`src/rtl/tag_record_packer.sv`:
```
module tag_record_packer #(
  parameter int NCH    = 4,
  parameter int FINE_W = 3,
  parameter int CNT_W  = 48,
  parameter int DEPTH  = 16
) (
  input  logic                  clk,
  input  logic                  rst_n,
  input  logic [NCH*FINE_W-1:0] ch_fine,
  input  logic [NCH-1:0]        ch_evt,
  output logic [7:0]            byte_data,
  output logic                  byte_valid,
  input  logic                  byte_ready,
  output logic                  overflow
);
  localparam int FLD_W  = FINE_W + 1;
  localparam int REC_W  = NCH * FLD_W + CNT_W;
  localparam int NBYTES = REC_W / 8;
  localparam int AW     = (DEPTH > 1) ? $clog2(DEPTH) : 1;
  localparam int BW     = $clog2(NBYTES);
  localparam int CW     = $clog2(DEPTH + 1);

  logic [CNT_W-1:0] coarse;
  logic [REC_W-1:0] rec;
  logic [REC_W-1:0] mem [DEPTH];
  logic [AW-1:0]    wr_ptr, rd_ptr;
  logic [BW-1:0]    bidx;
  logic [CW-1:0]    fill;
  logic [REC_W-1:0] head;

  assign rec[CNT_W-1:0] = coarse;
  for (genvar g = 0; g < NCH; g++) begin : g_field
    assign rec[CNT_W+g*FLD_W +: FLD_W] = {ch_evt[g], ch_fine[g*FINE_W +: FINE_W]};
  end

  wire hit      = |ch_evt;
  wire has_room = fill < CW'(DEPTH);
  wire push     = hit && has_room;
  wire xfer     = byte_valid && byte_ready;
  wire pop      = xfer && (bidx == BW'(NBYTES - 1));

  assign byte_valid = fill != '0;
  assign head       = mem[rd_ptr];
  assign byte_data  = head[8*(NBYTES-1-int'(bidx)) +: 8];

  always_ff @(posedge clk) begin
    if (push) mem[wr_ptr] <= rec;
  end

  always_ff @(posedge clk) begin
    if (!rst_n) begin
      coarse   <= '0;
      wr_ptr   <= '0;
      rd_ptr   <= '0;
      bidx     <= '0;
      fill     <= '0;
      overflow <= 1'b0;
    end else begin
      coarse <= coarse + 1'b1;
      if (hit && !has_room) overflow <= 1'b1;
      if (push) wr_ptr <= (wr_ptr == AW'(DEPTH - 1)) ? '0 : wr_ptr + 1'b1;
      if (xfer) bidx <= pop ? '0 : bidx + 1'b1;
      if (pop) rd_ptr <= (rd_ptr == AW'(DEPTH - 1)) ? '0 : rd_ptr + 1'b1;
      fill <= fill + CW'(push) - CW'(pop);
    end
  end

  a_r6_hold_byte: assert property (@(posedge clk) disable iff (!rst_n)
    (byte_valid && !byte_ready) |=> (byte_valid && $stable(byte_data)));

  a_r8_sticky_ovf: assert property (@(posedge clk) disable iff (!rst_n)
    overflow |=> overflow);

  a_r7_drop_sets_ovf: assert property (@(posedge clk) disable iff (!rst_n)
    (hit && fill == CW'(DEPTH)) |=> (overflow && fill == $past(fill) - CW'($past(pop))));

  a_r2_no_store_idle: assert property (@(posedge clk) disable iff (!rst_n)
    !hit |=> (fill <= $past(fill)));

  a_r7_fill_bound: assert property (@(posedge clk) disable iff (!rst_n)
    fill <= CW'(DEPTH));

  a_r5_index_hold: assert property (@(posedge clk) disable iff (!rst_n)
    !xfer |=> $stable(bidx));
endmodule

```
`config.mk`:
```
export PLATFORM = sky130hd
export DESIGN_NAME = tag_record_packer
export DESIGN_NICKNAME = d
export VERILOG_FILES = /design/src/rtl/tag_record_packer.sv
export SDC_FILE = /design/constraint.sdc
export NUM_CORES = 1
export LEC_CHECK = 0
export ABC_AREA = 1
export BUFFER_PORTS_ARGS = -buffer_cell sky130_fd_sc_hd__buf_2
export CAP_MARGIN = 20
export CORE_MARGIN = 5
export CORE_UTILIZATION = 45
export CTS_CLUSTER_SIZE = 20
export DETAILED_ROUTE_END_ITERATION = 8
export PLACE_DENSITY_LB_ADDON = 0.08
export RECOVER_POWER = 50
export SYNTH_ARGS = -nofsm -noshare
export SYNTH_HDL_FRONTEND = slang
export SYNTH_SLANG_ARGS = --single-unit
export TNS_END_PERCENT = 5
```
`constraint.sdc`:
```
create_clock -name clk -period 8.3 [get_ports clk]
set_input_delay 0.415 -clock clk [delete_from_list [all_inputs] [get_ports clk]]
set_output_delay 0.415 -clock clk [all_outputs]
set_load 0.01 [all_outputs]
```
Word-level counts from Yosys, hierarchy flattened
Memories as Yosys holds them, arrays and structs flattened. A register that Yosys moved wholly into a read port is not among the register bits. Index checks and enable logic that the tools add are counted.

Register bits after elaboration: 65. RAM bits: 1024. Input bits: 19. Output and inout bits: 10. Logic and storage cells: 33. Memories kept: 1.

Add/sub/neg operators: 7. Order comparisons: 1. Equality and inequality tests: 3. Shift operators: 1. Multiplexer cells: 7. Reductions and logical operators: 7.

Memory list: mem (words 16, width 64, read ports 1, clocked after Yosys merged registers in 1, write ports 1, RTL line 25) `logic [REC_W-1:0] mem [DEPTH];`.

Operator list (number): $shiftx A64 B7 Y8 (1); $add A48 B1 Y48 const B (1); $mux W4 (4); $add A4 B1 Y4 const B (2); $eq A4 B4 Y1 const B (2); $add A5 B1 Y5 (1); $lt A5 B5 Y1 const B (1); $reduce_bool A5 Y1 (1); $sub A5 B1 Y5 (1); $logic_and A1 B1 Y1 (4); $reduce_or A4 Y1 (1); $sub A3 B3 Y4 const A (1); $add A3 B1 Y3 const B (1); $eq A3 B3 Y1 const B (1); $mux W3 (1); $mux W1 (2); $logic_not A1 Y1 (1).

Logic depth before layout (Yosys ltp)
Depth after elaboration: 5. Gate-level depth with buffers: 14. Mapped depth without buffers: 14.

Worst setup path after synthesis
Ideal clock, no wire load.

Path kind: input -> register. Start: input port ch_evt[0]. End: memory mem[11][0] in the netlist's numbering, enable pin. Setup time: 0.487 ns. Arrival time: 3.616 ns. Required time: 7.813 ns. Setup slack: 4.198 ns. Stages on the path: 4. Cells stage by stage: nor4_1 nor2_1 nand2_1 nor2_1.

Word-level cells in the longest chain between the ends: 4.

RTL lines: start: declaration (RTL line 10) `input logic [NCH-1:0] ch_evt,`; $reduce_or A4 Y1 (RTL line 36) `wire hit = |ch_evt;`; $logic_and A1 B1 Y1 (RTL line 38) `wire push = hit && has_room;`; $mux W1 (RTL line 47) `if (push) mem[wr_ptr] <= rec;`; $mux W1 (not written as such) (RTL line 47); end: declaration (RTL line 25).

Every way passes these cells.

Worst setup path in the final report
Start: register bidx[0]. End: output port byte_data[1].

Word-level cells in the longest chain between the ends: 2.

RTL lines: start: declaration (RTL line 27) `logic [BW-1:0] bidx;`; start signal: assignment (RTL line 62) `if (xfer) bidx <= pop ? '0 : bidx + 1'b1;`; $sub A3 B3 Y4 (RTL line 44) `assign byte_data = head[8*(NBYTES-1-int'(bidx)) +: 8];`; $shiftx A64 B7 Y8 (RTL line 44); end: declaration (RTL line 11) `output logic [7:0] byte_data,`.

Every way passes these cells.

==> results by group <==
Outcome
  – Outcome: finished, violations left
  – Failing checks: capacitance limit, slew limit

Synthesis
  – Count leader, synth: nand2_1
  – Cell taking the most area after synthesis: edfxtp_1
  – Ys async rst share: 0
  – Commonest cells in the netlist: 1,310 x nand2_1, 1,024 x edfxtp_1, 955 x nand3_1
  – Syn nets: 3,950
  – Synth Register Bits: 1,093
  – Share of the synthesized area in the top cell type: 0.683
  – Synthesis Warnings: 0
  – Post-synth EDFFs: 1,024
  – Synth Area per Inst: 11.5 um2
  – Synthesized area: 45,000 um2
  – Synth top area cells: edfxtp_1 68%, nand2_1 11%, nand3_1 11%, dfxtp_1 3.1%, buf_6 1.5%
  – Ys flop type: edfxtp_1
  – Synth cell types: 36
  – Sequential share of the synthesized area: 0.713
  – Post-Syn Instances: 3,916

Floorplanning
  – Die Wd: 326 um
  – Die Y-Extent: 326 um
  – Initial Util: 0.452
  – Core Footprint: 99,700 um2
  – Die area: 107,000 um2
  – I/O pins: 29
  – Cell row count: 116

Setup path
  – Critical-path top delay cell: clkbuf_1
  – Critical path's top delay family: buffers and inverters
  – CP Capture Type: output pin
  – Arr. time, crit path: 4980 ps
  – CP Buf/Inv Count: 2
  – Worst-path cell chain: clkbuf_1, nand2_1, nand3_1, nand2_1, nand2_1, nand2_1, buf_2
  – Max incr delay on CP: 2110 ps
  – R2R Setup Slk: 3280 ps
  – Max FO, Critical Path: 33
  – Most frequent CP cell: nand2_1
  – Crit path launch type: flop
  – CP Data Required Time: 7890 ps
  – Setup Crit Path Kind: reg2out

Drt
  – Antenna viol nets, final: 0
  – Avg WL per Cell: 23.9 um
  – First-pass DRT Iterations: 7
  – Drt drc: 0
  – Vias per cell: 5.55
  – 1st-iter DRT viols: 2,650
  – Routed via count: 29.3k
  – Final wirelength: 126,000 um

STA
  – Unrepaired setup endpoints after global routing: false
  – Minimum clock period: 5390 ps
  – Maximum clock frequency: 0.185 GHz
  – Final hold violation count: 0
  – Actual slew at the worst max-slew pin: 2970 ps
  – Final setup TNS: 0 ps
  – Final WS setup: 2910 ps
  – Slew HR: -0.981
  – Clock Skew: 18.0 ps
  – Final Slew Violations: 69
  – Final setup vio count: 0
  – Hold Slack: 208 ps
  – Final Cycle Share: 0.650

Run
  – Max_cap viols: 3

Cells and area
  – Antenna diodes: 0
  – Share of layout cells above drive strength 1: 0.0664
  – P&R area growth vs syn: 9.97%
  – Final Util: 0.497
  – Design area: 49,500 um2
  – Fin nets: 3,919

CTS
  – Postcts setup bufs: 0
  – Clock sink count: 1,093
  – CTS tree: yes
  – Skew-Pair Late Insertion Delay: 690 ps
  – Clk buf depth: 3
  – Hold-fix buffers, CTS: 0
  – CTS Root Cell: clkbuf_16
  – CTS Buf Count: 116
  – CTS H-tree depth: 3
  – Worst-path clk slew: 60 ps
  – CTS resizes: 0

Placed design
  – DP Area: 45,900 um2
  – Dpl hpwl: 63,000 um
  – Worst slack at placement: 4200 ps
  – I/O Buffers: 28
  – GPL Wtd Cong: 0.881

Worst hold path
  – Worst hold path type: in2reg

Power
  – Pleak: 17.4 nW
  – Power per cell area: 261 nW/um2
  – Max VDD drop: 0.000224 V

Global routing
  – Total grt overflow: 0
  – Largest net degree at the start of global routing: 223
  – All-Layer GR Usage: 0.232
  – First-pass GRT wire length: 186,000 um
  – Vias in the first global route: 27.9k
  – Initial antenna violation count: 0
worst reg2reg max path: stages, from the launching register on:
cell,delay (ps)
dfxtp_1,380
clkbuf_1,2110
ha_1,430
ha_1,150
inv_1,60
nor2_1,310
ha_1,300
inv_1,70
ha_1,150
inv_1,50
fa_1,400
nor3_1,200
a211oi_1,80
o21ai_0,150
a21oi_1,60
area by class of cell:
cell class / count / area [um2]
clock inverter: 58 / 472
tap: 1298 / 1620
fill: 8956 / 50200
inverter: 72 / 302
timing repair buffer: 79 / 556
clock buffer: 152 / 3170
multi-input combinational: 2523 / 11300
sequential: 1093 / 32100
worst paths after layout:
path / depth (start not counted) / end / startpoint
min: 3 / fill[0] / rst_n
min reg2reg: 2 / flop / rd_ptr[2]
max reg2reg: 14 / fill[4] / bidx[0]
max: 7 / byte_data[1] / bidx[0]
where the power goes:
part	switching [mW]	leakage (nW)	total, mW	internal (mW)
clock	2.08	1.78	4.97	2.88
combinational	1.12	5.39	1.45	0.336
sequential	0.101	10.2	6.49	6.39
sequential cells by signal, summed over array words and instances, names as in the netlist, named ones only:
signal    flops
bidx          3
coarse       48
fill          5
mem        1024
overflow      1
rd_ptr        4
wr_ptr        4
cell usage in the layout, fill, tap and decap left out, drive strengths merged, types with 4 or more instances in the layout:
master  netlist  routed
nand2      1316    1316
edfxtp     1024    1024
nand3       956     956
clkbuf       34     172
nor2         87      87
inv          69      71
dfxtp        69      69
buf         194      59
a21oi        54      54
clkinv        3      49
nor3         24      24
nand4        20      20
o21ai        20      20
or2          16      16
ha           14      14
bufinv        0       7
nor4          4       4
cells by family after synthesis:
kind of cell | count (synthesis) | synth area share
AND/OR/NAND/NOR | 2424 | 0.234
flip-flops | 1093 | 0.713
buffers and inverters | 300 | 0.0385
AO/OA/AOI/OAI | 81 | 0.00936
adder cells (fa/ha/maj) | 15 | 0.00433
XOR/XNOR | 3 | 0.000584
metrics by stage:
step	total power, mW	instances
2_1_floorplan	7.38	3916
3_3_place_gp	8.08	5065
3_5_place_dp	8.09	5065
4_1_cts	13.0	5275
5_1_grt	13.4	5275
6_report	12.9	5275
metal layers:
layer,global-route usage,vias up,routed length (um)
li1,-,13712,-
met1,0.335,14501,57000
met2,0.372,878,58600
met3,0.0340,192,6900
met4,0.0659,0,3390
met5,0,-,0
No activity file was read; power rests on OpenSTA's default activity.
